<file path="config.mk">
export PLATFORM = sky130hd
export DESIGN_NAME = irq_ctrl
export DESIGN_NICKNAME = d
export VERILOG_FILES = /design/src/rtl/irq_pkg.sv /design/src/rtl/irq_bus_decode.sv /design/src/rtl/irq_flag_bank.sv /design/src/rtl/irq_prio_pick.sv /design/src/rtl/irq_ctrl.sv
export SDC_FILE = /design/constraint.sdc
export NUM_CORES = 1
export LEC_CHECK = 0
export ABC_CLOCK_PERIOD_IN_PS = 1620
export BUFFER_PORTS_ARGS = -buffer_cell sky130_fd_sc_hd__buf_2
export CAP_MARGIN = 40
export CORE_MARGIN = 10
export CORE_UTILIZATION = 38
export DETAILED_ROUTE_END_ITERATION = 7
export PLACE_DENSITY = 0.78
export SKIP_CTS_REPAIR_TIMING = 1
export SYNTH_ARGS = -nofsm -noshare
export SYNTH_HDL_FRONTEND = slang
export SYNTH_SLANG_ARGS = --single-unit
</file>
<file path="constraint.sdc">
create_clock -name clk -period 1.62 [get_ports clk]
set_input_delay 0 -clock clk [delete_from_list [all_inputs] [get_ports clk]]
set_output_delay 0 -clock clk [all_outputs]
set_load 0.005 [all_outputs]
</file>
<file path="src/rtl/irq_pkg.sv">
package irq_pkg;

  typedef enum logic [1:0] {
    SEL_NONE = 2'd0,
    SEL_FLAG = 2'd1,
    SEL_MASK = 2'd2
  } reg_sel_e;

  // offset of a source's vector from the vector base
  function automatic logic [31:0] vec_offset(input int unsigned stride,
                                             input int unsigned idx);
    return 32'(stride * idx);
  endfunction

  // next value of one pending bit: bus load, then service clear, then set
  function automatic logic flag_next(input logic cur, input logic wr_en,
                                     input logic wr_bit, input logic clr,
                                     input logic set);
    logic base;
    base = wr_en ? wr_bit : cur;
    return (base & ~clr) | set;
  endfunction

endpackage

</file>
<file path="src/rtl/irq_bus_decode.sv">
module irq_bus_decode
  import irq_pkg::*;
#(
  parameter int unsigned ADDR_W = 16,
  parameter logic [ADDR_W-1:0] MASK_ADDR = 'hFFFF,
  parameter logic [ADDR_W-1:0] FLAG_ADDR = 'hFF0F
) (
  input  logic [ADDR_W-1:0] addr,
  input  logic              wr,
  output reg_sel_e          sel,
  output logic              wr_flag,
  output logic              wr_mask
);

  always_comb begin
    if (addr == FLAG_ADDR)      sel = SEL_FLAG;
    else if (addr == MASK_ADDR) sel = SEL_MASK;
    else                        sel = SEL_NONE;
  end

  assign wr_flag = wr && (sel == SEL_FLAG);
  assign wr_mask = wr && (sel == SEL_MASK);

endmodule

</file>
<file path="src/rtl/irq_flag_bank.sv">
module irq_flag_bank
  import irq_pkg::*;
#(
  parameter int unsigned SRC_N = 5
) (
  input  logic             clk,
  input  logic             rst_n,
  input  logic             wr_en,
  input  logic [SRC_N-1:0] wr_data,
  input  logic [SRC_N-1:0] set_in,
  input  logic [SRC_N-1:0] clr_in,
  output logic [SRC_N-1:0] flags
);

  logic [SRC_N-1:0] flags_d;

  for (genvar i = 0; i < SRC_N; i++) begin : g_bit
    assign flags_d[i] = flag_next(flags[i], wr_en, wr_data[i], clr_in[i], set_in[i]);
  end

  always_ff @(posedge clk or negedge rst_n) begin
    if (!rst_n) flags <= '0;
    else        flags <= flags_d;
  end

endmodule

</file>
<file path="src/rtl/irq_prio_pick.sv">
module irq_prio_pick #(
  parameter int unsigned SRC_N = 5,
  parameter int unsigned IDX_W = 3
) (
  input  logic [SRC_N-1:0] pend,
  output logic [SRC_N-1:0] grant,
  output logic [IDX_W-1:0] idx,
  output logic             any
);

  for (genvar i = 0; i < SRC_N; i++) begin : g_grant
    localparam logic [SRC_N-1:0] LOWER = (SRC_N'(1) << i) - SRC_N'(1);
    assign grant[i] = pend[i] & ~|(pend & LOWER);
  end

  assign any = |pend;

  always_comb begin
    idx = '0;
    for (int i = 0; i < SRC_N; i++) begin
      if (grant[i]) idx = IDX_W'(i);
    end
  end

endmodule

</file>
<file path="src/rtl/irq_ctrl.sv">
module irq_ctrl
  import irq_pkg::*;
#(
  parameter int unsigned SRC_N = 5,
  parameter int unsigned ADDR_W = 16,
  parameter int unsigned DATA_W = 8,
  parameter logic [ADDR_W-1:0] MASK_ADDR = 'hFFFF,
  parameter logic [ADDR_W-1:0] FLAG_ADDR = 'hFF0F,
  parameter int unsigned VEC_W = 16,
  parameter logic [VEC_W-1:0] VEC_BASE = 'h0040,
  parameter int unsigned VEC_STRIDE = 8
) (
  input  logic              clk,
  input  logic              rst_n,
  input  logic [ADDR_W-1:0] bus_addr,
  input  logic              bus_wr,
  input  logic [DATA_W-1:0] bus_wdata,
  output logic [DATA_W-1:0] bus_rdata,
  input  logic [SRC_N-1:0]  src_set,
  input  logic              ei_strobe,
  input  logic              di_strobe,
  input  logic              svc_ack,
  output logic              svc_req,
  output logic [VEC_W-1:0]  svc_vec
);

  localparam int unsigned IDX_W = (SRC_N > 1) ? $clog2(SRC_N) : 1;

  reg_sel_e         sel;
  logic             wr_flag, wr_mask;
  logic [SRC_N-1:0] flag_q, mask_q, pend, grant, svc_clr;
  logic [IDX_W-1:0] win_idx;
  logic             win_any;
  logic             ime_q, busy_q, decide;
  logic [VEC_W-1:0] vec_d;
  logic             unused_wdata_hi;

  assign unused_wdata_hi = ^bus_wdata;

  irq_bus_decode #(
    .ADDR_W(ADDR_W), .MASK_ADDR(MASK_ADDR), .FLAG_ADDR(FLAG_ADDR)
  ) u_dec (
    .addr(bus_addr), .wr(bus_wr), .sel(sel), .wr_flag(wr_flag), .wr_mask(wr_mask)
  );

  irq_flag_bank #(.SRC_N(SRC_N)) u_flags (
    .clk(clk), .rst_n(rst_n), .wr_en(wr_flag), .wr_data(bus_wdata[SRC_N-1:0]),
    .set_in(src_set), .clr_in(svc_clr), .flags(flag_q)
  );

  assign pend = flag_q & mask_q;

  irq_prio_pick #(.SRC_N(SRC_N), .IDX_W(IDX_W)) u_pick (
    .pend(pend), .grant(grant), .idx(win_idx), .any(win_any)
  );

  assign decide  = ime_q & ~busy_q & win_any;
  assign svc_clr = decide ? grant : '0;
  assign vec_d   = VEC_BASE + VEC_W'(vec_offset(VEC_STRIDE, 32'(win_idx)));

  always_ff @(posedge clk or negedge rst_n) begin
    if (!rst_n) mask_q <= '0;
    else if (wr_mask) mask_q <= bus_wdata[SRC_N-1:0];
  end

  always_ff @(posedge clk or negedge rst_n) begin
    if (!rst_n)                      ime_q <= 1'b0;
    else if (decide || di_strobe)    ime_q <= 1'b0;
    else if (ei_strobe)              ime_q <= 1'b1;
  end

  always_ff @(posedge clk or negedge rst_n) begin
    if (!rst_n)       busy_q <= 1'b0;
    else if (decide)  busy_q <= 1'b1;
    else if (svc_ack) busy_q <= 1'b0;
  end

  always_ff @(posedge clk or negedge rst_n) begin
    if (!rst_n) begin
      svc_req <= 1'b0;
      svc_vec <= '0;
    end else begin
      svc_req <= decide;
      if (decide) svc_vec <= vec_d;
    end
  end

  always_comb begin
    case (sel)
      SEL_FLAG: bus_rdata = DATA_W'(flag_q);
      SEL_MASK: bus_rdata = DATA_W'(mask_q);
      default:  bus_rdata = '0;
    endcase
  end

endmodule

</file>
Word level (Yosys, flattened, before mapping)
Index checks and enable logic that the tools add are counted.

word-level totals
  bits in registers = 29
  input port bits = 35
  output and inout bits = 25
  word-level logic and storage cells = 64

operators by class
  $add $sub $neg = 1
  eq/ne operators = 4
  muxes and demuxes = 17
  bitwise logic cells = 23
  reduce and logical (&&, ||, !) cells = 13

operators by type and width
  operator              count
  $eq 16x16->1 const B  2
  $and 1x1->1           11
  $mux 1                10
  $pmux 5 s2            1
  $mux 3                3
  $add 7x6->8 const A   1
  $not 1->1             6
  $and 5x5->5           1
  $mux 5                1
  $or 1x1->1            5
  $reduce_or 5->1       1
  $logic_not 1->1       4
  $mux 2                2
  $reduce_bool 2->1     2
  $reduce_or 4->1       1
  $reduce_or 3->1       1
  $eq 2x1->1 const B    1
  $eq 2x2->1 const B    1
  $logic_and 1x1->1     2
  $reduce_or 2->1       1
  $logic_or 1x1->1      1

Depth between registers and ports, before layout
Gate-level depths: netlist of the first run.

  depth in word-level cells = 8
  mapped depth = 4
  gate-level depth less buffers = 4

Modules after synthesis
Synthesis of the first run repeated with hierarchy kept, for this count alone.

unflattened totals
  cells, all modules = 105
  area, all modules = 1108.6 um^2

by module, submodules not included
  module          times used  cells each  area each (um^2)
  irq_ctrl        1           67          708.2
  irq_flag_bank   1           16          224.0
  irq_bus_decode  1           9           95.1
  irq_prio_pick   1           13          81.3

Worst setup path after synthesis of the first run
OpenSTA, ideal clock, no wires.

  path type = reg-to-reg
  from = register busy_q
  to = register u_flags.flags[2]
  data arrival time = 1543 ps
  setup slack = -49 ps
  stages on the path, launching flop included = 5
  clock period less this slack = 1669 ps
  cells stage by stage = dfrtp_1 > nand2b_1 > or4bb_1 > and4_1 > a311o_1

between the ends
  longest elaborated chain between the ends = 7

RTL lines
  what                      line                 source
  from (decl)               irq_ctrl.sv:34       logic ime_q, busy_q, decide;
  from (signal assigned)    irq_ctrl.sv:73       if (!rst_n) busy_q <= 1'b0;
  from (signal assigned)    irq_ctrl.sv:74       else if (decide) busy_q <= 1'b1;
  from (signal assigned)    irq_ctrl.sv:75       else if (svc_ack) busy_q <= 1'b0;
  $not 1->1                 irq_ctrl.sv:57       assign decide = ime_q & ~busy_q & win_any;
  $and 1x1->1 (2 in a row)  irq_ctrl.sv:57
  $mux 5                    irq_ctrl.sv:58       assign svc_clr = decide ? grant : '0;
  $not 1->1                 irq_pkg.sv:21        return (base & ~clr) | set;
  $and 1x1->1               irq_pkg.sv:21
  $or 1x1->1                irq_pkg.sv:21
  via u_flags.flags_d[2]    irq_flag_bank.sv:15  logic [SRC_N-1:0] flags_d;
  to (signal assigned)      irq_flag_bank.sv:23  else flags <= flags_d;
  to (decl)                 irq_flag_bank.sv:12  output logic [SRC_N-1:0] flags

The timed path passes the listed nets, and every way through them passes these cells.
A chain may end at the register's enable or synchronous reset.

Worst setup path after layout of the first run
  from = register mask_q[3]
  to = register u_flags.flags[4]

between the ends
  longest elaborated chain between the ends = 8

RTL lines
  what                    line                 source
  from (decl)             irq_ctrl.sv:31       logic [SRC_N-1:0] flag_q, mask_q, pend, grant, svc_clr;
  from (signal assigned)  irq_ctrl.sv:63       else if (wr_mask) mask_q <= bus_wdata[SRC_N-1:0];
  $and 5x5->5 (*)         irq_ctrl.sv:51       assign pend = flag_q & mask_q;
  $reduce_or 4->1         irq_prio_pick.sv:13  assign grant[i] = pend[i] & ~|(pend & LOWER);
  $logic_not 1->1         irq_prio_pick.sv:13
  $and 1x1->1             irq_prio_pick.sv:13
  $mux 5 (*)              irq_ctrl.sv:58
  $not 1->1 (*)           irq_pkg.sv:21
  $and 1x1->1 (*)         irq_pkg.sv:21
  $or 1x1->1 (*)          irq_pkg.sv:21
  via u_flags.flags_d[4]  irq_flag_bank.sv:15

Mark *: on every way through the listed nets, which the timed path passes. The rest lies on a longest branch.

==> summary.txt, run 1 <==
Yosys
  • Post-Syn Area: 997.2 um^2
  • Cell variety after synth: 28
  • Synth warnings: 0
  • Post-Synth Simple-Gate Area: 23.46%
  • Post-synth top area share: 42.66%
  • Synth Area in XOR/XNOR: 0%
  • Multiplexer area fraction after synthesis: 5.646%
  • Top cells by area, synth: dfrtp_1 (43%), buf_4 (11%), mux2_2 (5.6%)
  • Largest family of logic cells by synthesized area: simple AND/OR/NAND/NOR gates
  • Top cells by count, synth: dfrtp_1 (17), buf_4 (15), nand2_1 (10), nand4_1 (6)
  • Number of flops mapped to enable cells by yosys: 0
  • Ys async rst share: 100.0%
  • Area leader, netlist: dfrtp_1
  • Prevailing post-synth register cell: dfrtp_1
  • Number of synthesized register bits: 17
  • Post-synthesis compound-gate area fraction: 15.06%
  • Count leader, synth: dfrtp_1
  • Sequential cell area fraction in the yosys report: 42.66%
  • Synthesized area per cell: 10.61 um^2
  • Synthesized netlist cell count: 94
  • Adder-cell share of the synthesized area: 0%

Floorplanning
  • Effective utilization at floorplan: 39.89%
  • DIE AREA: 5073 um^2
  • Die W: 71.23 um
  • Die height: 71.23 um
  • CORE AREA: 2500 um^2
  • Ports: 60
  • Row count: 18

Routing
  • DR vias: 991
  • DRC errors left: 0
  • DR pass1 iterations: 4
  • WL final: 3164 um
  • Vias per cell: 5.135
  • Routed Antenna Nets: 0
  • WL/cell: 16.39 um
  • DRT iter0 DRCs: 32

Worst setup path
  • CP max stage cell: a222oi_1
  • Worst path arrival time: 1.81 ns
  • Largest stage delay, worst path: 0.45 ns
  • Startpoint Class: flip-flop
  • Buf+Inv Stages, Crit Path: 1
  • Crit path cell chain: a222oi_1 > nand4_1 > buf_4 > a311o_1
  • Worst setup path category: flip-flop to flip-flop
  • Crit Path Max Fanout: 4
  • Worst flop-to-flop path endpoint: u_flags.flags[4]$_DFF_PN0_
  • Reg2reg path depth: 4
  • CP endpoint kind: flip-flop
  • Worst reg2reg path startpoint: mask_q[3]$_DFFE_PN0P_
  • R2r setup slk: -0.02 ns
  • CP delay by family, top: compound AO/OA/AOI/OAI gates
  • CP Data Required Time: 1.79 ns

Run status
  • Violated checks: setup timing
  • Status: finished with violations

Clock tree
  • TritonCTS clock tree: done
  • Clk sink count: 17
  • Clock root buffer: clkbuf_4
  • Clock transition at the registers of the reported paths: 0.09 ns
  • CTS Buffer Depth: 2
  • Number of buffers created by CTS: 3
  • H-tree levels: 1
  • Clk_lat worst skew: 0.28 ns

Finish
  • # nets final: 199
  • # diodes: 0
  • Area Growth Syn to Fin: 44.92%
  • Layout Cells excl Fill: 193
  • Fillers: 222
  • Proportion of layout cells with a drive suffix above 1: 45.40%
  • Footprint of the multi-input gates: 513.0 um^2
  • Storage cell area: 425.4 um^2

Power
  • VDD IR max: 600.4 uV
  • Leak: 0.7346 nW
  • Pwr Total: 0.7558 mW
  • Pwr dens: 523.0 nW/um^2

Placed design
  • Worst slack at placement: -0.04391 ns
  • HPWL after DPL: 2538 um
  • Port Buf Inserts: 41
  • Placed insts: 173
  • GP Congestion: 0.8878

Run
  • Max Cap Viol: 0

Worst hold path
  • Worst Hold Class: input port to flip-flop
  • Hold depth: 3
  • Hold_sp: bus_wr
  • Worst Hold Endpoint: u_flags.flags[3]$_DFF_PN0_

GRT
  • Pin count of the biggest net entering global routing: 18
  • Initial antenna violation count: 0
  • Tot GR Track Use: 10.94%
  • First-pass GRT wire length: 4629 um
  • Total congestion overflow: 0
  • Vias in the first global route: 1,004

Timing
  • Crit share post-route: 100.9%
  • Setup Skew: 0.005386 ns
  • Setup violators final: 2
  • Slew Limit Fails: 0
  • F_max: 611.5 MHz
  • Final WS setup: -0.01521 ns
  • RSZ-0062 raised after global routing: yes
  • Final Hold Vio Count: 0
  • Tmin final: 1.635 ns
## state kept, by name, indices dropped and copies added (netlist names)
signal / cells
mask_q: 5
u_flags.flags: 5
svc_vec: 4
busy_q: 1
ime_q: 1
svc_req: 1
## how the worst max path moves through the flow
stage | from | end | slack [ns] | depth (start not counted)
after floorplan | busy_q$_DFFE_PN0P_ | u_flags.flags[2]$_DFF_PN0_ | 0.02 | 4
after global placement | busy_q$_DFFE_PN0P_ | u_flags.flags[2]$_DFF_PN0_ | 0.02 | 4
after detailed placement | busy_q$_DFFE_PN0P_ | u_flags.flags[2]$_DFF_PN0_ | -0.04 | 4
after CTS | busy_q$_DFFE_PN0P_ | u_flags.flags[2]$_DFF_PN0_ | -0.06 | 4
after global routing | mask_q[3]$_DFFE_PN0P_ | u_flags.flags[4]$_DFF_PN0_ | -0.11 | 4
final | mask_q[3]$_DFFE_PN0P_ | u_flags.flags[4]$_DFF_PN0_ | -0.02 | 4
## per-layer routing
layer / routed length, um / track usage [%]
met5: 0 / 0
met4: 2 / 3.226
met3: 423 / 5.510
met2: 1557 / 18.53
met1: 1180 / 11.65
## tightest hold or removal path: stages
cell and delay [ns]:
buf_2 0.15, nand2_4 0.10, o211ai_1 0.13
## logic make-up (layout without fill, tap and decap cells)
group                  count (synthesis)  count (layout)
AND/OR/NAND/NOR                       35              35
buffers and inverters                 19              74
AO/OA/AOI/OAI                         17              17
flip-flops                            17              17
multiplexers                           5               5
other                                  1              15
## power breakdown
| part | internal, mW | switching, mW | leakage, nW |
|---|---|---|---|
| combinational | 0.0587 | 0.0516 | 0.510 |
| sequential | 0.427 | 0.00251 | 0.210 |
| clock | 0.0956 | 0.121 | 0.0150 |
| total | 0.581 | 0.175 | 0.735 |
## through the flow
step | area (um^2) | hold WS (ns) | util, % | TNS [ns]
after detailed placement | 1250 | -0.05798 | 50.00 | -0.07076
after global routing | 1445 | 0.1310 | 57.81 | -0.1698
after floorplan | 1052 | -0.2956 | - | 0
final | 1445 | 0.1430 | 57.81 | -0.02383
after global placement | 1250 | -0.06967 | 50.00 | 0
after CTS | 1276 | -0.3783 | 51.05 | -0.09240
## layout by cell type, fill, tap and decap left out, types with 4 or more instances in the layout
cell type and count:
buf_4 11, inv_1 4, buf_2 41, a22o_2 5, nand4_1 6, dlygate4sd3_1 14, nand2_1 9, dfrtp_1 17
mux2_2 5, a311o_1 4, conb_1 15
## final cells by class
class / count / share of cell area (%)
Inverter: 4 / 1.039
Multi-Input combinational cell: 72 / 35.50
Sequential cell: 17 / 29.44
Tap cell: 30 / 2.597
Clock buffer: 4 / 1.818
Timing Repair Buffer: 66 / 29.61
Power figures use the tool's default switching activity.
==> run 2, diff against run 1 <==
Settings changed: CORE_MARGIN 10 to 2, SKIP_LAST_GASP set to 1.
==> run 2 against run 1 <==
Net effect:
- the run still ends with setup timing left
- combinational power hardly changed
- via count is 0.50% lower
- non-clock buffer count is 1 higher
- worst setup slack worse by 0.032 ns
- critical endpoint is now u_flags.flags[2]$_DFF_PN0_
- sequential share of layout area is 0.076 points lower
- hold slack worse by 0.011 ns
- utilization is 0.68 points higher
- global-route usage is 4.5 points higher
- cell count is 0.52% higher
- total power is 1.6% higher
==> summary.txt, run 2 (synthesis gave the netlist of run 1 again) <==
Finish
  • Layout Cells excl Fill: 194
  • Proportion of layout cells with a drive suffix above 1: 45.12%
  • Top Registers: mask_q: 5 flops, u_flags.flags: 5 flops, svc_vec: 4 flops
  • Most common cell after layout, fill and taps aside: buf_2
  • Fillers: 220
  • # diodes: 0
  • # nets final: 200
  • Final core occ: 58.48%
  • Area Growth Syn to Fin: 45.29%
  • Most frequent cells in the layout: buf_2 (41), dfrtp_1 (17), conb_1 (15)

Routing
  • DRT iter0 DRCs: 12
  • DRC errors left: 0
  • WL/cell: 13.07 um
  • WL final: 2536 um
  • Vias per cell: 5.082
  • Routed Antenna Nets: 0
  • DR pass1 iterations: 4
  • DR vias: 986

GRT
  • Total congestion overflow: 0
  • First-pass GRT wire length: 3746 um
  • Vias in the first global route: 844
  • Initial antenna violation count: 0
  • Pin count of the biggest net entering global routing: 18
  • Tot GR Track Use: 15.43%

Worst setup path
  • CP Data Required Time: 1.81 ns
  • Startpoint Class: flip-flop
  • Crit path launch: busy_q$_DFFE_PN0P_
  • Worst path arrival time: 1.85 ns
  • Crit Path Max Fanout: 3
  • Worst reg2reg path startpoint: busy_q$_DFFE_PN0P_
  • CP endpoint kind: flip-flop
  • Worst setup path category: flip-flop to flip-flop

Clock tree
  • H-tree levels: 1
  • Clock transition at the registers of the reported paths: 0.10 ns
  • CTS Buffer Depth: 2
  • TritonCTS clock tree: done
  • Clock root buffer: clkbuf_4
  • Number of buffers created by CTS: 3
  • Clk_lat worst skew: 0.30 ns
  • Clk sink count: 17

Floorplanning
  • Die W: 55.23 um
  • Row count: 18
  • DIE AREA: 3050 um^2
  • CORE AREA: 2477 um^2
  • Effective utilization at floorplan: 40.25%
  • Ports: 60
  • Die height: 55.23 um

Run status
  • Violated checks: setup timing
  • Status: finished with violations

Power
  • Sw Ratio: 24.33%
  • Pwr dens: 530.1 nW/um^2
  • Pwr Total: 0.7681 mW
  • P_sw: 0.1868 mW
  • VDD IR max: 372.5 uV
  • Comb pwr share: 14.0%
  • Internal: 0.5813 mW
  • Clk pwr share: 30.1%
  • Leak: 0.7385 nW
  • Reg power frac: 55.8%

Timing
  • Crit share post-route: 102.9%
  • Final Hold Vio Count: 0
  • Tmin final: 1.667 ns
  • Setup violators final: 1
  • Final WS setup: -0.04722 ns
  • RSZ-0062 raised after global routing: yes
  • WHS: 0.1320 ns
  • Setup Skew: 0.001863 ns
  • F_max: 599.8 MHz
  • Slew Limit Fails: 0

Worst hold path
  • Worst Hold Class: input port to asynchronous set/reset pin

Placed design
  • Placed insts: 174
  • Port Buf Inserts: 41
  • GP Congestion: 0.8576
  • Worst slack at placement: -0.01204 ns
  • HPWL after DPL: 1876 um

Run
  • Max Cap Viol: 0
-- run 2: cell types whose count changed in the layout (fill, tap and decap cells not counted), sizes merged --
cell,change
buf,+1
-- run 2: worst max-delay path, cell delays in order, from the launching register on --
cell and delay (ns):
dfrtp_1 0.40, nand2b_4 0.15, or4bb_1 0.55, and4_1 0.20
a311o_1 0.26
-- run 2: worst paths after layout --
path,end,slack (ns),cells after the start
max,u_flags.flags[2]$_DFF_PN0_,-0.05,4
min,busy_q$_DFFE_PN0P_,0.13,2
max reg2reg,u_flags.flags[2]$_DFF_PN0_,-0.05,4
min reg2reg,svc_vec[6]$_DFFE_PN0N_,0.47,1
max in group asynchronous,mask_q[2]$_DFFE_PN0P_,1.22,2
min in group clk,u_flags.flags[3]$_DFF_PN0_,0.13,3
-- run 2: layout make-up --
type / instances / area, um^2 / area share [%]
Timing Repair Buffer: 67 / 435.4 / 30.05
Multi-Input combinational cell: 72 / 509.2 / 35.15
Sequential cell: 17 / 425.4 / 29.36
Inverter: 4 / 15.01 / 1.036
Clock buffer: 4 / 26.28 / 1.813
Tap cell: 30 / 37.54 / 2.591
-- run 2: power by group through the flow --
stage	registers [mW]	logic (mW)	clock network, mW
after floorplan	0.437	0.0486	0
after global placement	0.436	0.0775	0
after detailed placement	0.436	0.0795	0
after CTS	0.428	0.0797	0.233
after global routing	0.429	0.120	0.253
final	0.429	0.108	0.231
-- run 2: metrics by stage --
stage | setup TNS (ns) | cell area, um^2
6_report | -0.04722 | 1449
2_1_floorplan | 0 | 1052
3_3_place_gp | 0 | 1257
3_5_place_dp | -0.01204 | 1257
5_1_grt | -0.1491 | 1449
4_1_cts | -0.03469 | 1284
-- run 2: routing by layer --
| layer | track usage (%) | vias up | wire [um] | share of wire, % |
|---|---|---|---|---|
| met5 | 0 | - | 0 | 0 |
| met4 | 6.272 | 0 | 34 | 1.3 |
| met3 | 4.450 | 3 | 212 | 8.4 |
| met2 | 24.15 | 47 | 1211 | 48 |
| met1 | 19.97 | 468 | 1078 | 43 |
| li1 | - | 468 | - | - |
==> run 3, diff against run 2 <==
==> constraint.sdc (replaced) <==
create_clock -name clk -period 1.62 [get_ports clk]
set_input_delay 0.081 -clock clk [delete_from_list [all_inputs] [get_ports clk]]
set_output_delay 0.081 -clock clk [all_outputs]
set_load 0.005 [all_outputs]
==> run 3 against run 2 <==
Net effect:
- the run ends with hold timing, setup timing left
- die area stayed put
- fmax is 1.4% higher
- total power is 0.74% lower
- routed wire length is 2.4% higher
- sequential share of layout area is 0.94 points higher
- clock power is 4% higher
- critical path depth stayed put
- critical endpoint unchanged
- largest cell class unchanged
- highest routed layer unchanged
==> summary.txt, run 3 (synthesis gave the netlist of run 1 again) <==
Placed design
  • Port Buf Inserts: 41
  • GP Congestion: 0.8779
  • HPWL after DPL: 1939 um

Worst hold path
  • Worst Hold Endpoint: u_flags.flags[2]$_DFF_PN0_
  • Hold depth: 2
  • Worst Hold Class: input port to flip-flop
  • Hold_sp: src_set[2]

Routing
  • DRT iter0 DRCs: 24
  • WL final: 2598 um
  • Routed Antenna Nets: 0
  • Vias per cell: 5.132
  • WL/cell: 13.67 um
  • DR vias: 975
  • DRC errors left: 0
  • DR pass1 iterations: 5

Timing
  • Crit share post-route: 101.5%
  • F_max: 608.1 MHz
  • Setup Skew: 0.004776 ns
  • Final Hold Vio Count: 2
  • Final WS setup: -0.02458 ns
  • Tmin final: 1.645 ns
  • WHS: -0.002310 ns
  • Slew Limit Fails: 0
  • Setup violators final: 2
  • RSZ-0062 raised after global routing: yes

Power
  • Pwr Total: 0.7624 mW
  • Sw Ratio: 25.90%
  • Clk pwr share: 31.4%
  • VDD IR max: 567.6 uV
  • Pwr dens: 543.1 nW/um^2
  • Reg power frac: 56.3%
  • Leak: 0.7262 nW
  • Comb pwr share: 12.3%
  • Internal: 0.5650 mW
  • P_sw: 0.1974 mW

Clock tree
  • Clk_lat worst skew: 0.30 ns
  • H-tree levels: 1
  • Clock transition at the registers of the reported paths: 0.10 ns
  • Clk sink count: 17
  • TritonCTS clock tree: done
  • Clock root buffer: clkbuf_4
  • Number of buffers created by CTS: 3
  • CTS Buffer Depth: 2

GRT
  • Vias in the first global route: 868
  • Initial antenna violation count: 0
  • Total congestion overflow: 0
  • Tot GR Track Use: 16.12%
  • Pin count of the biggest net entering global routing: 18
  • First-pass GRT wire length: 3981 um

Run status
  • Violated checks: hold timing, setup timing
  • Status: finished with violations

Floorplanning
  • Ports: 60
  • Effective utilization at floorplan: 40.25%
  • Die height: 55.23 um
  • DIE AREA: 3050 um^2
  • Die W: 55.23 um
  • CORE AREA: 2477 um^2
  • Row count: 18

Finish
  • Footprint of the multi-input gates: 513.0 um^2
  • Area Growth Syn to Fin: 40.78%
  • Storage cell area: 425.4 um^2
  • Final core occ: 56.67%
  • Top Registers: mask_q: 5 flops, u_flags.flags: 5 flops, svc_vec: 4 flops
  • Most frequent cells in the layout: buf_2 (41), dfrtp_1 (17), buf_4 (16)
  • Proportion of layout cells with a drive suffix above 1: 50.00%
  • # nets final: 196
  • # diodes: 0
  • Fillers: 234
  • Most common cell after layout, fill and taps aside: buf_2

Worst setup path
  • Worst setup path category: flip-flop to flip-flop
  • Worst flop-to-flop path endpoint: u_flags.flags[2]$_DFF_PN0_
  • Worst path arrival time: 1.84 ns
  • Startpoint Class: flip-flop
  • Reg2reg path depth: 4
  • R2r setup slk: -0.02 ns
  • Worst reg2reg path startpoint: busy_q$_DFFE_PN0P_
  • CP endpoint kind: flip-flop
  • Crit Path Max Fanout: 3
  • CP Data Required Time: 1.81 ns

Run
  • Max Cap Viol: 0
[run 3: changes by cell type in the layout (fill, tap and decap cells not counted), sizes merged]
cell / before / now
buf: 53 / 57
clkbuf: 4 / 3
clkinv: 0 / 1
dlygate4sd3: 14 / 6
[run 3: how the worst max path moves through the flow]
| stage | to | cells past startpoint | slack, ns | from |
|---|---|---|---|---|
| after floorplan | u_flags.flags[2]$_DFF_PN0_ | 4 | 0.02 | busy_q$_DFFE_PN0P_ |
| after global placement | u_flags.flags[2]$_DFF_PN0_ | 4 | -0.01 | busy_q$_DFFE_PN0P_ |
| after detailed placement | u_flags.flags[2]$_DFF_PN0_ | 4 | -0.03 | busy_q$_DFFE_PN0P_ |
| after CTS | u_flags.flags[4]$_DFF_PN0_ | 4 | -0.05 | u_flags.flags[2]$_DFF_PN0_ |
| after global routing | u_flags.flags[4]$_DFF_PN0_ | 4 | -0.1 | mask_q[2]$_DFFE_PN0P_ |
| final | u_flags.flags[2]$_DFF_PN0_ | 4 | -0.02 | busy_q$_DFFE_PN0P_ |
[run 3: final cells by class]
| class | count | area share [%] |
|---|---|---|
| flip-flops and latches | 17 | 30.30 |
| well taps | 30 | 2.674 |
| clock inverters | 1 | 0.3565 |
| inverters | 4 | 1.070 |
| multi-input cells | 72 | 36.54 |
| clock buffers | 3 | 1.604 |
| repair buffers | 63 | 27.45 |
[run 3: metrics by stage]
stage / hold slack (ns) / setup TNS (ns) / worst slack, ns / instance area (um^2) / cells
floorplan: -0.2146 / 0 / 0.02321 / 1052 / 108
global route: 0.01372 / -0.2935 / -0.09694 / 1404 / 190
detailed placement: 0.02516 / -0.06446 / -0.02870 / 1272 / 176
global placement: 0.007343 / -0.01376 / -0.01001 / 1272 / 176
CTS: -0.3040 / -0.1045 / -0.05446 / 1300 / 180
finish: -0.002310 / -0.03857 / -0.02458 / 1404 / 190
[run 3: worst max-delay path, cell delays in order (launching register included)]
cell	delay, ns
dfrtp_1	0.39
nand2b_4	0.14
or4bb_4	0.55
and4_1	0.19
a311o_1	0.27
[run 3: power groups by stage]
stage	sequential, mW	combinational, mW	clock (mW)
6_report	0.429	0.0938	0.240
3_3_place_gp	0.436	0.0769	0
4_1_cts	0.428	0.0807	0.238
5_1_grt	0.429	0.105	0.257
2_1_floorplan	0.437	0.0486	0
3_5_place_dp	0.436	0.0804	0
[run 3: metal layers]
layer	wire length (um)	track usage (%)	up-vias
li1	-	-	457
met1	1094	20.42	459
met2	1239	27.04	55
met3	240	4.450	4
met4	23	4.181	0
met5	0	0	-
